<file path="config.mk">
export PLATFORM = sky130hd
export DESIGN_NAME = wpc_pair
export DESIGN_NICKNAME = d
export VERILOG_FILES = /design/src/rtl/wpc_pkg.sv /design/src/rtl/wpc_mask_cmp.sv /design/src/rtl/wpc_regs.sv /design/src/rtl/wpc_unit.sv /design/src/rtl/wpc_pair.sv
export SDC_FILE = /design/constraint.sdc
export NUM_CORES = 1
export LEC_CHECK = 0
export BUFFER_PORTS_ARGS = -buffer_cell sky130_fd_sc_hd__buf_2
export CELL_PAD_IN_SITES_DETAIL_PLACEMENT = 0
export CELL_PAD_IN_SITES_GLOBAL_PLACEMENT = 1
export CORE_ASPECT_RATIO = 1.75
export CORE_UTILIZATION = 45
export CTS_CLUSTER_DIAMETER = 150
export CTS_CLUSTER_SIZE = 8
export DETAILED_ROUTE_END_ITERATION = 6
export GPL_TIMING_DRIVEN = 0
export PLACE_DENSITY_LB_ADDON = 0.1
export REMOVE_ABC_BUFFERS = 1
export SETUP_SLACK_MARGIN = 0.15
export SLEW_MARGIN = 25
export SYNTH_ARGS = -nofsm -noshare
export SYNTH_HDL_FRONTEND = slang
export SYNTH_HIERARCHICAL = 1
export SYNTH_SLANG_ARGS = --single-unit
export TNS_END_PERCENT = 50
</file>
<file path="constraint.sdc">
create_clock -name clk -period 2.3 [get_ports clk]
set_input_delay 0.115 -clock clk [delete_from_list [all_inputs] [get_ports clk]]
set_output_delay 0.115 -clock clk [all_outputs]
set_load 0.03 [all_outputs]
</file>
<file path="src/rtl/wpc_pkg.sv">
package wpc_pkg;
  localparam int NUM_UNITS = 2;
  localparam int CTRL_W    = 8;
  localparam int REG_W     = 32;
  localparam int RADDR_W   = 5;
  localparam int SEL_W     = 3;
  localparam int CV_W      = 11;
  localparam int EN_BIT    = 8;
  localparam int CHN_BIT   = 9;
  localparam int RNG_BIT   = 10;
  localparam int CHQ_BIT   = 11;

  typedef enum logic [SEL_W-1:0] {
    SEL_AV = 3'd0,
    SEL_AM = 3'd1,
    SEL_DV = 3'd2,
    SEL_DM = 3'd3,
    SEL_CV = 3'd4,
    SEL_CM = 3'd5
  } reg_sel_e;

  typedef struct packed {
    logic [REG_W-1:0]  av;
    logic [REG_W-1:0]  am;
    logic [REG_W-1:0]  dv;
    logic [REG_W-1:0]  dm;
    logic [CV_W-1:0]   cv;
    logic [CTRL_W-1:0] cm;
  } unit_cfg_t;
endpackage

</file>
<file path="src/rtl/wpc_mask_cmp.sv">
module wpc_mask_cmp #(
  parameter int W = 32
) (
  input  logic [W-1:0] val,
  input  logic [W-1:0] msk,
  input  logic [W-1:0] bus,
  output logic         hit
);
  logic [W-1:0] bit_ok;

  always_comb begin
    bit_ok = ~(val ^ bus) | msk;
    hit    = &bit_ok;
  end
endmodule

</file>
<file path="src/rtl/wpc_regs.sv">
module wpc_regs
  import wpc_pkg::*;
#(
  parameter int NU = NUM_UNITS
) (
  input  logic                  clk,
  input  logic                  rst,
  input  logic [RADDR_W-1:0]    reg_addr,
  input  logic                  reg_wr,
  input  logic [REG_W-1:0]      reg_wdata,
  input  logic [NU-1:0]         chain_q,
  output unit_cfg_t [NU-1:0]    cfg,
  output logic [NU-1:0]         cv_wr,
  output logic [REG_W-1:0]      reg_rdata
);
  localparam int UNIT_W = $clog2(NU);
  localparam int HI_LSB = SEL_W + UNIT_W;

  unit_cfg_t [NU-1:0] cfg_q;
  logic               addr_ok;
  logic [UNIT_W-1:0]  unit_idx;
  reg_sel_e           sel;
  logic [REG_W-1:0]   rd_mux;
  logic [REG_W-1:0]   rdata_q;

  always_comb begin
    addr_ok  = ((reg_addr >> HI_LSB) == '0);
    unit_idx = reg_addr[HI_LSB-1:SEL_W];
    sel      = reg_sel_e'(reg_addr[SEL_W-1:0]);
  end

  for (genvar g = 0; g < NU; g++) begin : g_wr
    assign cv_wr[g] = reg_wr && addr_ok && (unit_idx == UNIT_W'(g)) && (sel == SEL_CV);
  end

  always_ff @(posedge clk) begin
    if (rst) begin
      cfg_q <= '0;
    end else if (reg_wr && addr_ok) begin
      for (int i = 0; i < NU; i++) begin
        if (unit_idx == UNIT_W'(i)) begin
          case (sel)
            SEL_AV:  cfg_q[i].av <= reg_wdata;
            SEL_AM:  cfg_q[i].am <= reg_wdata;
            SEL_DV:  cfg_q[i].dv <= reg_wdata;
            SEL_DM:  cfg_q[i].dm <= reg_wdata;
            SEL_CV:  cfg_q[i].cv <= reg_wdata[CV_W-1:0];
            SEL_CM:  cfg_q[i].cm <= reg_wdata[CTRL_W-1:0];
            default: ;
          endcase
        end
      end
    end
  end

  always_comb begin
    rd_mux = '0;
    if (addr_ok) begin
      for (int i = 0; i < NU; i++) begin
        if (unit_idx == UNIT_W'(i)) begin
          case (sel)
            SEL_AV: rd_mux = cfg_q[i].av;
            SEL_AM: rd_mux = cfg_q[i].am;
            SEL_DV: rd_mux = cfg_q[i].dv;
            SEL_DM: rd_mux = cfg_q[i].dm;
            SEL_CV: begin
              rd_mux[CV_W-1:0] = cfg_q[i].cv;
              rd_mux[CHQ_BIT]  = chain_q[i];
            end
            SEL_CM: rd_mux[CTRL_W-1:0] = cfg_q[i].cm;
            default: rd_mux = '0;
          endcase
        end
      end
    end
  end

  always_ff @(posedge clk) begin
    if (rst) rdata_q <= '0;
    else     rdata_q <= rd_mux;
  end

  assign cfg       = cfg_q;
  assign reg_rdata = rdata_q;

  // an unmapped address never alters configuration
  assert_bad_addr_ignored_R2: assert property (@(posedge clk) disable iff (rst)
    (reg_wr && !addr_ok) |=> $stable(cfg_q));

  // read data is zero in the first cycle after reset
  assert_rdata_after_reset_R1: assert property (@(posedge clk) disable iff (rst)
    $past(rst) |-> (reg_rdata == '0));
endmodule

</file>
<file path="src/rtl/wpc_unit.sv">
module wpc_unit
  import wpc_pkg::*;
#(
  parameter int ADDR_W = 32,
  parameter int DATA_W = 32
) (
  input  logic              clk,
  input  logic              rst,
  input  logic [ADDR_W-1:0] bus_addr,
  input  logic [DATA_W-1:0] bus_data,
  input  logic [CTRL_W-1:0] bus_ctrl,
  input  unit_cfg_t         cfg,
  input  logic              cv_wr,
  input  logic              chain_in,
  input  logic              range_in,
  output logic              match,
  output logic              armed,
  output logic              chain_q
);
  logic a_hit, d_hit, c_hit, ac_hit;
  logic chain_ok, range_ok;
  logic chain_r;

  wpc_mask_cmp #(.W(ADDR_W)) u_acmp (
    .val(cfg.av[ADDR_W-1:0]), .msk(cfg.am[ADDR_W-1:0]), .bus(bus_addr), .hit(a_hit)
  );
  wpc_mask_cmp #(.W(DATA_W)) u_dcmp (
    .val(cfg.dv[DATA_W-1:0]), .msk(cfg.dm[DATA_W-1:0]), .bus(bus_data), .hit(d_hit)
  );
  wpc_mask_cmp #(.W(CTRL_W)) u_ccmp (
    .val(cfg.cv[CTRL_W-1:0]), .msk(cfg.cm), .bus(bus_ctrl), .hit(c_hit)
  );

  always_comb begin
    ac_hit   = a_hit & c_hit;
    chain_ok = ~cfg.cv[CHN_BIT] | chain_in;
    range_ok = ~cfg.cv[RNG_BIT] | range_in;
    match    = ac_hit & d_hit & chain_ok & range_ok;
    armed    = cfg.cv[EN_BIT];
  end

  // chain register: address/control hit is the load enable, data hit the value
  always_ff @(posedge clk) begin
    if (rst || cv_wr)  chain_r <= 1'b0;
    else if (ac_hit)   chain_r <= d_hit;
  end

  assign chain_q = chain_r;

  // load on address/control hit
  assert_chain_load_R7: assert property (@(posedge clk) disable iff (rst)
    (ac_hit && !cv_wr) |=> (chain_q == $past(d_hit)));
  // hold otherwise
  assert_chain_hold_R7: assert property (@(posedge clk) disable iff (rst)
    (!ac_hit && !cv_wr) |=> $stable(chain_q));
  // control value write clears chain
  assert_chain_clear_R8: assert property (@(posedge clk) disable iff (rst)
    cv_wr |=> !chain_q);
  // chain qualification gates the match
  assert_chain_gate_R9: assert property (@(posedge clk) disable iff (rst)
    (cfg.cv[CHN_BIT] && !chain_in) |-> !match);
  // range qualification gates the match
  assert_range_gate_R10: assert property (@(posedge clk) disable iff (rst)
    (cfg.cv[RNG_BIT] && !range_in) |-> !match);
endmodule

</file>
<file path="src/rtl/wpc_pair.sv">
module wpc_pair
  import wpc_pkg::*;
#(
  parameter int ADDR_W = 32,
  parameter int DATA_W = 32
) (
  input  logic               clk,
  input  logic               rst,
  input  logic [ADDR_W-1:0]  bus_addr,
  input  logic [DATA_W-1:0]  bus_data,
  input  logic [CTRL_W-1:0]  bus_ctrl,
  input  logic [RADDR_W-1:0] reg_addr,
  input  logic               reg_wr,
  input  logic [REG_W-1:0]   reg_wdata,
  output logic [REG_W-1:0]   reg_rdata,
  output logic               brk_req
);
  localparam int NU = NUM_UNITS;

  unit_cfg_t [NU-1:0] cfg;
  logic [NU-1:0] cv_wr;
  logic [NU-1:0] match, armed, chain_q;
  logic [NU-1:0] chain_link, range_link;
  logic          any_hit;
  logic          brk_q;

  wpc_regs #(.NU(NU)) u_regs (
    .clk(clk), .rst(rst), .reg_addr(reg_addr), .reg_wr(reg_wr), .reg_wdata(reg_wdata),
    .chain_q(chain_q), .cfg(cfg), .cv_wr(cv_wr), .reg_rdata(reg_rdata)
  );

  for (genvar g = 0; g < NU; g++) begin : g_unit
    if (g < NU - 1) begin : g_fed
      assign chain_link[g] = chain_q[g+1];
      assign range_link[g] = match[g+1];
    end else begin : g_head
      assign chain_link[g] = 1'b0;
      assign range_link[g] = 1'b0;
    end

    wpc_unit #(.ADDR_W(ADDR_W), .DATA_W(DATA_W)) u_wp (
      .clk(clk), .rst(rst), .bus_addr(bus_addr), .bus_data(bus_data), .bus_ctrl(bus_ctrl),
      .cfg(cfg[g]), .cv_wr(cv_wr[g]), .chain_in(chain_link[g]), .range_in(range_link[g]),
      .match(match[g]), .armed(armed[g]), .chain_q(chain_q[g])
    );
  end

  assign any_hit = |(match & armed);

  always_ff @(posedge clk) begin
    if (rst) brk_q <= 1'b0;
    else     brk_q <= any_hit;
  end

  assign brk_req = brk_q;

  // no break without an armed match one cycle earlier
  assert_brk_needs_enable_R5: assert property (@(posedge clk) disable iff (rst)
    brk_req |-> $past(|(match & armed)));
  // any armed unit match raises the break next cycle
  assert_brk_follows_R6: assert property (@(posedge clk) disable iff (rst)
    (|(match & armed)) |=> brk_req);
  // break low right after reset
  assert_brk_reset_R1: assert property (@(posedge clk) disable iff (rst)
    $past(rst) |-> !brk_req);
endmodule

</file>
==> key figures <==
Status
  – Outcome: finished with violations
  – Failing checks: setup timing

Clock network
  – Total CTS buffers: 47
  – H-tree levels: 2
  – Num Clock Sinks: 329
  – Root Driver: clkbuf_16
  – Skew-Pair Late Insertion Delay: 0.56 ns
  – TritonCTS clock tree: yes
  – Clk slew on worst S/H paths: 0.05 ns
  – Longest Clk Path Bufs: 3

Synthesis
  – Largest family of logic cells by synthesized area: simple AND/OR/NAND/NOR gates
  – Yosys cell types: 53
  – Synth Area in Adders: 0%
  – Sequential share of the synthesized area: 41.6%
  – Syn Inst Count: between 1500 and 2000
  – Post-synth top area cell: dfxtp_1
  – Synth Area in Simple Gates: 18.1%
  – Synth top area share: 41.6%
  – Mean area per synthesized cell: approximately 8.4 sq um
  – Primary FF master, synth: dfxtp_1
  – Post-Syn Area: 15800 sq um
  – Synth Register Bits: 329
  – Number of synthesized flops with an enable pin: 0
  – Synth Area in Compound Gates: between 10% and 20%
  – Synth Area in XOR/XNOR: 7.97%
  – Yosys warning count: 6
  – Async S/R FF share, synth: 0%
  – Post-synthesis mux area share: 9.58%
  – Area contributors post-synth: dfxtp_1, nand2_1, a21oi_1, xnor2_1, mux4_2

Pwr
  – Clock power share: 47.1%
  – Switch share: 24.7%
  – Sequential power share: around 44%
  – IR drop worst, VDD: between 500 and 600 uV
  – Pwr/cell area: 696 nW/um^2
  – Sw power: 3220 uW
  – Gate power share: 8.5%
  – Cell-internal power: 9830 uW
  – LEAKAGE: 0.00620 uW

Die
  – DIE AREA: 35900 sq um
  – Die extent in y: approximately 250 um
  – # rows: 90
  – I/O pin count: 145
  – Die width: 144 um
  – Initial Util: 45.8%
  – Area of the core: 34600 sq um

STA
  – Fin crit period: 2.37 ns
  – Post-route setup slack: -0.0725 ns
  – Final hold vios: 0
  – Max Freq: 422 MHz
  – Total negative slack: -0.0725 ns
  – Worst-Margin Slew: 0.847 ns
  – Final Max Tran Viols: 0
  – RSZ-0062 raised after global routing: yes
  – Final Setup Violations: 1
  – Clock skew: approximately 0.020 ns
  – Max-slew headroom: 43.5%
  – Final worst-path cycle share: 103%

Global routing
  – First-pass GRT wire length: ~84 mm
  – Gr ovfl total: 0
  – Initial antenna violation count: 3
  – Overall Global Routing Usage: 31.6%
  – Vias in the first global route: 13700
  – Largest net degree at the start of global routing: 81

Critical path
  – CP required: 2.76 ns
  – CP Max Fanout: 3
  – Max stage delay on crit path: 0.42 ns
  – Crit end category: flop
  – Reg2reg path depth: 10
  – Slowest cell on crit path: nor4_4
  – Top cell by count, worst path: a221oi_2
  – Crit path DAT: around 2.8 ns
  – Worst Setup Path Type: flop to flop
  – Crit-path cells: xnor2_1, o22ai_2, nor4_4, and4_1, nand3_2, a221oi_2, inv_1, a221oi_2, a22oi_1, nor2_1
  – Critical Path Source Type: flop

Placed design
  – Placed cell count: 2354
  – Buffers on Ports: 144
  – Post-DP HPWL: 36.4 mm
  – Final Wtd Congestion: 0.867

Detailed routing
  – Drc violations: 0
  – Drt via density: 5.76
  – Wire length per cell: 22.9 um
  – Detailed Routing Iterations Pass 1: 5
  – DRT Wirelength: ~56 mm
  – DR iter-0 viols: 1054
  – Via count: 14100
  – ANT nets after route: 0

Final layout
  – Area Overhead vs Synth: 18.5%
  – Register area: 6610 sq um
  – Share of layout cells above drive strength 1: about a fifth
  – Antenna cells: 0
  – Multi-input combinational cell area: ~8600 sq um
  – Fill cells: 3303
  – Final #Nets: 2095
  – Non-filler cells, final: 2446

Hold path
  – WHS Path Cells: 2
  – Tightest Hold Check Type: input port to flop

Flow run
  – Max Cap Viol: 0
## cells in the mapped netlist (2+ instances only)
library cell and instances:
and3_1 12, nor2_1 23, inv_2 2, mux2i_1 31
o211ai_1 2, mux4_2 43, a21bo_1 2, mux2_2 21
buf_4 47, a31oi_1 5, buf_6 12, nor4_2 2
and2_1 6, nor4_1 16, nand2_2 2, o2bb2ai_1 2
o221ai_1 6, a21oi_2 18, nor2b_1 7, a211oi_1 3
buf_2 42, and4_1 5, inv_1 6, a211oi_2 3
nand2_1 606, nand3_1 7, o21ai_0 12, nand2b_1 2
a22o_1 2, a221oi_1 7, dfxtp_1 329, buf_1 7
o22ai_1 72, a21oi_1 290, a22oi_1 20, a32oi_1 2
xnor2_1 144, clkbuf_1 57, nor3b_4 4
## cells in the final DEF, fill, tap and decap left out, types with 8 or more instances in the layout
master           n
buf_2          141
buf_16          14
nor4_4           8
xnor2_2          9
a21oi_1        290
nand2_1        599
a22oi_1         20
mux2i_1         31
nand2_2          9
mux4_2          43
dfxtp_2         22
and3_1          10
o22ai_1         61
xnor2_1        135
dlygate4sd3_1   33
nor2_1          23
o21ai_0         12
mux2_2          21
clkbuf_16       48
o22ai_2         11
a21oi_2         18
dfxtp_1        307
## routing by layer
| metal | GRT usage (%) | vias up | part of all wire, % |
|---|---|---|---|
| met5 | 0 | - | 0.039 |
| met4 | 15.7 | 4 | 4.8 |
| met3 | 4.36 | 143 | 6.5 |
| met2 | 52.9 | 597 | 49 |
| met1 | 39.2 | 6756 | 40 |
| li1 | - | 6595 | - |
## path summary, 6_finish.rpt
kind,slack [ns],to,start
min,0.005,u_regs/cfg[46]$_SDFFE_PP0P_,rst
max,-0.07,brk_req$_SDFF_PP0_,u_regs/cfg[227]$_SDFFE_PP0P_
max reg2reg,-0.07,brk_req$_SDFF_PP0_,u_regs/cfg[227]$_SDFFE_PP0P_
min reg2reg,0.46,u_regs/cfg[216]$_SDFFE_PP0P_,u_regs/cfg[216]$_SDFFE_PP0P_
## power by group through the flow
stage | Clock [uW] | Sequential [uW] | Combinational, uW
detailed placement | 0 | 5900 | 1010
finish | 6140 | 5790 | 1110
floorplan | 0 | 5900 | 373
global placement | 0 | 5900 | 963
global route | 6460 | 5790 | 1180
CTS | 6230 | 5790 | 1100
## flip-flops by register name (all words and copies together), names as in the netlist
| signal | flops |
|---|---|
| brk_req | 1 |
| u_regs/cfg | 294 |
| g_unit.u_wp/chain_q | 2 |
| u_regs/reg_rdata | 32 |
## final cells by class
cell class	instances	area share, %
timing repair buffer	205	8.83
multi-input combinational	1391	46.0
clock inverter	3	0.180
tap	460	3.07
clock buffer	49	6.43
inverter	9	0.187
sequential	329	35.3
## what timing repair did
| item | in CTS | in global routing |
|---|---|---|
| setup buffers | 6 | 1 |
| pin swaps | 19 | 6 |
| endpoints found under the setup margin | 2 | 17 |
| hold endpoints to repair | 283 | 0 |
| resized for setup | 54 | 12 |
| hold buffers | 33 | 0 |
## stage by stage
step	worst slack (ns)	area, sq um	utilization [%]	hold slack [ns]	total power [uW]
floorplan	0.363	14900	-	0.177	6280
global placement	-4.69	16200	46.8	0.436	6870
detailed placement	-0.529	16800	48.6	0.441	6920
CTS	0.0658	18700	54.0	0.00604	13100
global route	-0.228	18700	54.2	0.0270	13400
finish	-0.0725	18700	54.2	0.00484	13000
## critical path, delay by kind of cell, from the launching register on
family          cells  cell delay (ns)
simple gates        4             0.96
buf+inv             1             0.08
compound gates      4             0.71
flops               1             0.32
xor+xnor            1             0.20
## logic make-up after synthesis
logic type / count (synthesis)
xor gates and xnor gates: 144
muxes: 95
and+or+nand+nor: 698
buffers and inverters: 174
AOI/OAI and AO/OA: 452
DFF: 329
other: 1
Power figures use the tool's default switching activity.
